## src/rtl/cache_pkg.sv

```systemverilog
package cache_pkg;

  typedef enum logic [0:0] {
    VICT_FIFO   = 1'b0,
    VICT_RANDOM = 1'b1
  } victim_policy_e;

  typedef enum logic [0:0] {
    ST_IDLE = 1'b0,
    ST_FILL = 1'b1
  } cache_state_e;

  localparam logic [15:0] LFSR_SEED = 16'hACE1;

  // Fibonacci LFSR, taps 16,14,13,11 (maximal length)
  function automatic logic [15:0] lfsr16_step(input logic [15:0] s);
    logic fb;
    fb = s[15] ^ s[13] ^ s[12] ^ s[10];
    return {s[14:0], fb};
  endfunction

endpackage

```

## src/rtl/tag_match.sv

```systemverilog
module tag_match #(
  parameter int LINES = 16,
  parameter int TAG_W = 11,
  localparam int IDX_W = $clog2(LINES)
) (
  input  logic [TAG_W-1:0] look_tag,
  input  logic [LINES-1:0] valid_vec,
  input  logic [TAG_W-1:0] line_tag [LINES],
  output logic [LINES-1:0] match_vec,
  output logic             hit,
  output logic [IDX_W-1:0] hit_idx,
  output logic             all_valid,
  output logic [IDX_W-1:0] first_inv
);

  genvar g;
  generate
    for (g = 0; g < LINES; g++) begin : g_cmp
      assign match_vec[g] = valid_vec[g] && (line_tag[g] == look_tag);
    end
  endgenerate

  assign hit       = |match_vec;
  assign all_valid = &valid_vec;

  always_comb begin
    hit_idx = '0;
    for (int i = LINES - 1; i >= 0; i--) begin
      if (match_vec[i]) hit_idx = IDX_W'(i);
    end
  end

  always_comb begin
    first_inv = '0;
    for (int i = LINES - 1; i >= 0; i--) begin
      if (!valid_vec[i]) first_inv = IDX_W'(i);
    end
  end

endmodule

```

## src/rtl/victim_sel.sv

```systemverilog
module victim_sel
  import cache_pkg::*;
#(
  parameter int LINES = 16,
  parameter victim_policy_e POLICY = VICT_FIFO,
  localparam int IDX_W = $clog2(LINES)
) (
  input  logic             clk,
  input  logic             rst_n,
  input  logic             advance,
  output logic [IDX_W-1:0] victim_idx,
  output logic [IDX_W-1:0] fifo_ptr
);

  generate
    if (POLICY == VICT_FIFO) begin : g_fifo
      logic [IDX_W-1:0] ptr_q;
      always_ff @(posedge clk) begin
        if (!rst_n)       ptr_q <= '0;
        else if (advance) ptr_q <= ptr_q + 1'b1;
      end
      assign victim_idx = ptr_q;
      assign fifo_ptr   = ptr_q;
    end else begin : g_rand
      logic [15:0] lfsr_q;
      logic        unused_adv;
      assign unused_adv = advance;
      always_ff @(posedge clk) begin
        if (!rst_n) lfsr_q <= LFSR_SEED;
        else        lfsr_q <= lfsr16_step(lfsr_q);
      end
      assign victim_idx = lfsr_q[IDX_W-1:0];
      assign fifo_ptr   = '0;
    end
  endgenerate

endmodule

```

## src/rtl/line_store.sv

```systemverilog
module line_store #(
  parameter int LINES  = 16,
  parameter int OFF_W  = 3,
  parameter int DATA_W = 16,
  localparam int IDX_W = $clog2(LINES),
  localparam int WORDS = 1 << OFF_W
) (
  input  logic              clk,
  input  logic              wr_en,
  input  logic [IDX_W-1:0]  wr_line,
  input  logic [OFF_W-1:0]  wr_off,
  input  logic [DATA_W-1:0] wr_data,
  input  logic [IDX_W-1:0]  rd_line,
  input  logic [OFF_W-1:0]  rd_off,
  output logic [DATA_W-1:0] rd_data
);

  logic [DATA_W-1:0] mem_q [LINES*WORDS];

  function automatic int slot(input logic [IDX_W-1:0] l, input logic [OFF_W-1:0] o);
    return int'(l) * WORDS + int'(o);
  endfunction

  always_ff @(posedge clk) begin
    if (wr_en) mem_q[slot(wr_line, wr_off)] <= wr_data;
  end

  assign rd_data = mem_q[slot(rd_line, rd_off)];

endmodule

```

## src/rtl/assoc_cache.sv

```systemverilog
module assoc_cache
  import cache_pkg::*;
#(
  parameter int ADDR_W = 14,
  parameter int OFF_W  = 3,
  parameter int LINES  = 16,
  parameter int DATA_W = 16,
  parameter victim_policy_e POLICY = VICT_FIFO,
  localparam int TAG_W = ADDR_W - OFF_W,
  localparam int IDX_W = $clog2(LINES),
  localparam int WORDS = 1 << OFF_W
) (
  input  logic              clk,
  input  logic              rst_n,
  input  logic              req_valid,
  input  logic [ADDR_W-1:0] req_addr,
  output logic              req_ready,
  output logic              rsp_valid,
  output logic [DATA_W-1:0] rsp_data,
  output logic              mem_req,
  output logic [TAG_W-1:0]  mem_addr,
  input  logic              mem_ack,
  input  logic [DATA_W-1:0] mem_data
);

  function automatic logic [TAG_W-1:0] tag_of(input logic [ADDR_W-1:0] a);
    return a[ADDR_W-1:OFF_W];
  endfunction

  function automatic logic [OFF_W-1:0] off_of(input logic [ADDR_W-1:0] a);
    return a[OFF_W-1:0];
  endfunction

  cache_state_e      state_q;
  logic [LINES-1:0]  valid_vec;
  logic [TAG_W-1:0]  tag_q [LINES];
  logic [TAG_W-1:0]  req_tag_q;
  logic [OFF_W-1:0]  req_off_q;
  logic [IDX_W-1:0]  fill_idx;
  logic              fill_repl;
  logic [OFF_W-1:0]  beat_q;
  logic              rsp_valid_q;
  logic [DATA_W-1:0] rsp_data_q;

  logic [LINES-1:0]  match_vec;
  logic              hit;
  logic [IDX_W-1:0]  hit_idx;
  logic              all_valid;
  logic [IDX_W-1:0]  first_inv;
  logic [IDX_W-1:0]  victim_idx;
  logic [IDX_W-1:0]  fifo_ptr;
  logic [IDX_W-1:0]  fill_pick;
  logic [DATA_W-1:0] rd_data;

  // named events for the checker
  logic accept, ev_hit_accept, ev_fill_start, ev_beat, ev_fill_done;

  assign req_ready     = (state_q == ST_IDLE);
  assign accept        = req_valid && req_ready;
  assign ev_hit_accept = accept && hit;
  assign ev_fill_start = accept && !hit;
  assign ev_beat       = (state_q == ST_FILL) && mem_ack;
  assign ev_fill_done  = ev_beat && (beat_q == OFF_W'(WORDS - 1));
  assign fill_pick     = all_valid ? victim_idx : first_inv;

  tag_match #(.LINES(LINES), .TAG_W(TAG_W)) u_match (
    .look_tag (tag_of(req_addr)),
    .valid_vec(valid_vec),
    .line_tag (tag_q),
    .match_vec(match_vec),
    .hit      (hit),
    .hit_idx  (hit_idx),
    .all_valid(all_valid),
    .first_inv(first_inv)
  );

  victim_sel #(.LINES(LINES), .POLICY(POLICY)) u_victim (
    .clk       (clk),
    .rst_n     (rst_n),
    .advance   (ev_fill_done && fill_repl),
    .victim_idx(victim_idx),
    .fifo_ptr  (fifo_ptr)
  );

  line_store #(.LINES(LINES), .OFF_W(OFF_W), .DATA_W(DATA_W)) u_store (
    .clk    (clk),
    .wr_en  (ev_beat),
    .wr_line(fill_idx),
    .wr_off (beat_q),
    .wr_data(mem_data),
    .rd_line(hit_idx),
    .rd_off (off_of(req_addr)),
    .rd_data(rd_data)
  );

  always_ff @(posedge clk) begin
    if (!rst_n) begin
      state_q     <= ST_IDLE;
      valid_vec   <= '0;
      req_tag_q   <= '0;
      req_off_q   <= '0;
      fill_idx    <= '0;
      fill_repl   <= 1'b0;
      beat_q      <= '0;
      rsp_valid_q <= 1'b0;
      rsp_data_q  <= '0;
      for (int i = 0; i < LINES; i++) tag_q[i] <= '0;
    end else begin
      rsp_valid_q <= 1'b0;
      case (state_q)
        ST_IDLE: begin
          if (ev_hit_accept) begin
            rsp_valid_q <= 1'b1;
            rsp_data_q  <= rd_data;
          end else if (ev_fill_start) begin
            state_q   <= ST_FILL;
            req_tag_q <= tag_of(req_addr);
            req_off_q <= off_of(req_addr);
            fill_idx  <= fill_pick;
            fill_repl <= all_valid;
            beat_q    <= '0;
            valid_vec[fill_pick] <= 1'b0;
          end
        end
        ST_FILL: begin
          if (ev_beat) begin
            beat_q <= beat_q + 1'b1;
            if (beat_q == req_off_q) rsp_data_q <= mem_data;
          end
          if (ev_fill_done) begin
            state_q             <= ST_IDLE;
            valid_vec[fill_idx] <= 1'b1;
            tag_q[fill_idx]     <= req_tag_q;
            rsp_valid_q         <= 1'b1;
          end
        end
        default: state_q <= ST_IDLE;
      endcase
    end
  end

  assign rsp_valid = rsp_valid_q;
  assign rsp_data  = rsp_data_q;
  assign mem_req   = (state_q == ST_FILL);
  assign mem_addr  = req_tag_q;

endmodule

```

## config.mk

```make
export PLATFORM = sky130hd
export DESIGN_NAME = assoc_cache
export DESIGN_NICKNAME = d
export VERILOG_FILES = /design/src/rtl/cache_pkg.sv /design/src/rtl/tag_match.sv /design/src/rtl/victim_sel.sv /design/src/rtl/line_store.sv /design/src/rtl/assoc_cache.sv
export SDC_FILE = /design/constraint.sdc
export NUM_CORES = 2
export LEC_CHECK = 0
export ABC_AREA = 1
export BUFFER_PORTS_ARGS = -buffer_cell sky130_fd_sc_hd__buf_2
export CORE_ASPECT_RATIO = 1.25
export CORE_MARGIN = 5
export CORE_UTILIZATION = 35
export DETAILED_ROUTE_END_ITERATION = 8
export SYNTH_ARGS = -nofsm -noshare
export SYNTH_HDL_FRONTEND = slang
export SYNTH_HIERARCHICAL = 1
export SYNTH_SLANG_ARGS = --single-unit
```

## constraint.sdc

```tcl
create_clock -name clk -period 3.6 [get_ports clk]
set_input_delay 0.18 -clock clk [delete_from_list [all_inputs] [get_ports clk]]
set_output_delay 0.18 -clock clk [all_outputs]
set_load 0.01 [all_outputs]
```

==> run metrics <==
Lkg Pwr=roughly 38 nW; largest net degree at the start of global routing=between 100 and 150; WHS Path Cells=1; CTS tree=yes; Slew @ Worst Pin=between 1000 and 1500 ps; Power per Cell Area=roughly 500 nW/um^2; status=finished, final reports clean; DIE AREA=around 280,000 um^2; Iter 0 DRT Violations=~7,700; CP Max Fanout=15; starting density of the core=a little over a third; Peak Freq=roughly 290 MHz; wire per inst=about 25 um; Hold Violations, Final=0; Max-slew headroom=17.70%; critical path type=flop to flop; Num CTS Buffers=between 200 and 250; hold wc startpoint=mem_data[12]; GRT Util Overall=between 20% and 30%; Hold Path Class=input pin to flop; fin nets=8,576; footprint of the multi-input gates=around 25,000 um^2; Rows=~210; reg2reg path depth=29; vias=~67,000; worst clock skew=approximately 68 ps; Post-Syn Area=94,030 um^2; grt peak-use layer=met2; crit-path max cell delay=between 300 and 400 ps; area grow syn2layout=15.08%; syn nets=roughly 8,400; min cycle time layout=between 3000 and 4000 ps; max cap viols=0; routed vias/inst=between 5 and 6; CTS Buffer Depth=4; Design Area, Final=108,200 um^2; VDD IR max=around 0.4 mV; Worst setup startpoint=tag_q[52]; Mapped Avg Cell Area=roughly 11 um^2; GR Layer Usage met3=under 10%; cells after synthesis=around 8,300; dpl cells=11,800; Worst path most repeated cell=nand2_1; antenna violations before repair=11; GRT met2 Usage=a little over a third; Layout fillers=24,950; Ys Warns=6; Chip Height=about 590 um; slowest CP cell=dfxtp_1; CTS root buf=clkbuf_16; Overflow after GRT=0; startpoint types=flop; Critical Path AT=4290 ps; Pwr Total=55.11 mW; Port Buf Inserts=63; RSZ-0062 raised after global routing=true; FF-to-FF Start=tag_q[52]; Antenna Nets Post-Route=0; Final Max Slew Viols=0; fin util=40.51%; drt total wl=303.3 mm; Final period util=between 90% and 100%; # DRC=0; endpoints failing setup=0; Worst-Skew Late Latency=900 ps; Critical Path End Type=flop; share of cells above drive strength 1=between 10% and 20%; met1 usage=26.88%; vias in the first global route=between 60,000 and 70,000; Clock Sink Count=2,284; Critical Path RT=roughly 4400 ps; TritonRoute pass-1 iters=8; WHS=between 60 and 70 ps; FF/Latch Area=between 60,000 and 70,000 um^2; post-DP HPWL=about 190 mm; CTS H-Tree Depth=4; first-pass GRT wire length=roughly 440 mm; dpl cell area=approximately 100,000 um^2; DIE WIDTH=about 470 um; GPL Wtd Cong=0.9442; Final Instance Count excl. Fillers=12,240; I/O Pins=64; Worst-path clk slew=about 70 ps; Core Footprint=267,100 um^2
registers in the layout (all words and copies together) (netlist names), 3 cells and up:
signal,count
rsp_data,16
tag_q,176
req_off_q,3
mem_addr,11
beat_q,3
u_victim/fifo_ptr,4
fill_idx,4
u_store/mem_q,2048
valid_vec,16
critical path, delay by kind of cell, from the launching register on:
kind                   cells  cell delay, ps
DFF                        1             330
buffers and inverters      3             470
AOI/OAI and AO/OA          4             530
and+or+nand+nor           22            2000
layout by cell type, fill, tap and decap left out, types with 10 or more instances in the layout:
master         instances
buf_2                 43
clkbuf_1              57
clkbuf_16            228
clkinv_1              38
nand2_2               11
a211oi_1              23
nand2_1             2366
nor2_4                10
bufinv_16             13
buf_4                352
nor4_1                16
nor3_1                21
nand3_2               80
o21ai_1               15
buf_6                 14
o22ai_1               24
clkinv_2              42
nand4_1               10
edfxtp_1            2048
xnor2_1               11
inv_1                 99
nand3b_1              20
dfxtp_1              230
inv_2                 15
o21ai_0              240
nand3_1             1950
nor2_1               270
a22o_1                11
a21oi_1              191
nand3_4               15
buf_12                77
dlygate4sd3_1         37
xor2_1                25
layout make-up:
type	instances	area share, %
antenna	2	0.004625
clock inverter	108	0.8995
multi-input combinational	5367	23.01
sequential	2284	61.20
timing repair buffer	537	4.845
clock buffer	287	5.464
tap	3531	4.083
inverter	125	0.4902
routing by layer:
metal,routed length (um),share of wire [%]
met5,0,0
met1,116200,38
met3,23690,7.8
met2,145600,48
met4,17870,5.9
what timing repair did:
item                                   CTS  global route
hold buffers                            38             0
endpoints found under the hold margin  922             0
setup endpoints to repair               15            16
cloned                                   1             4
pin swaps                                0            34
setup buffers                            0             3
resized for setup                       10           127
through the flow:
step | setup WS [ps] | setup TNS, ps
finish | 151.0 | 0
global route | -44.18 | -306.8
CTS | -47.45 | -144.1
detailed placement | -423.1 | -4235
global placement | -595.2 | -6520
floorplan | 761.5 | 0
path summary, 6_finish.rpt:
path	to	slack, ps
min reg2reg	fill_repl	470
min	u_store/mem_q[42][12]	70
max	rsp_data[14]	150
max reg2reg	rsp_data[14]	150
power breakdown:
| part | internal, mW | switching, mW |
|---|---|---|
| registers | 28.9 | 0.0587 |
| clock network | 12.5 | 10.0 |
| logic | 0.902 | 2.74 |
| total | 42.3 | 12.8 |
Power figures use the tool's default switching activity.
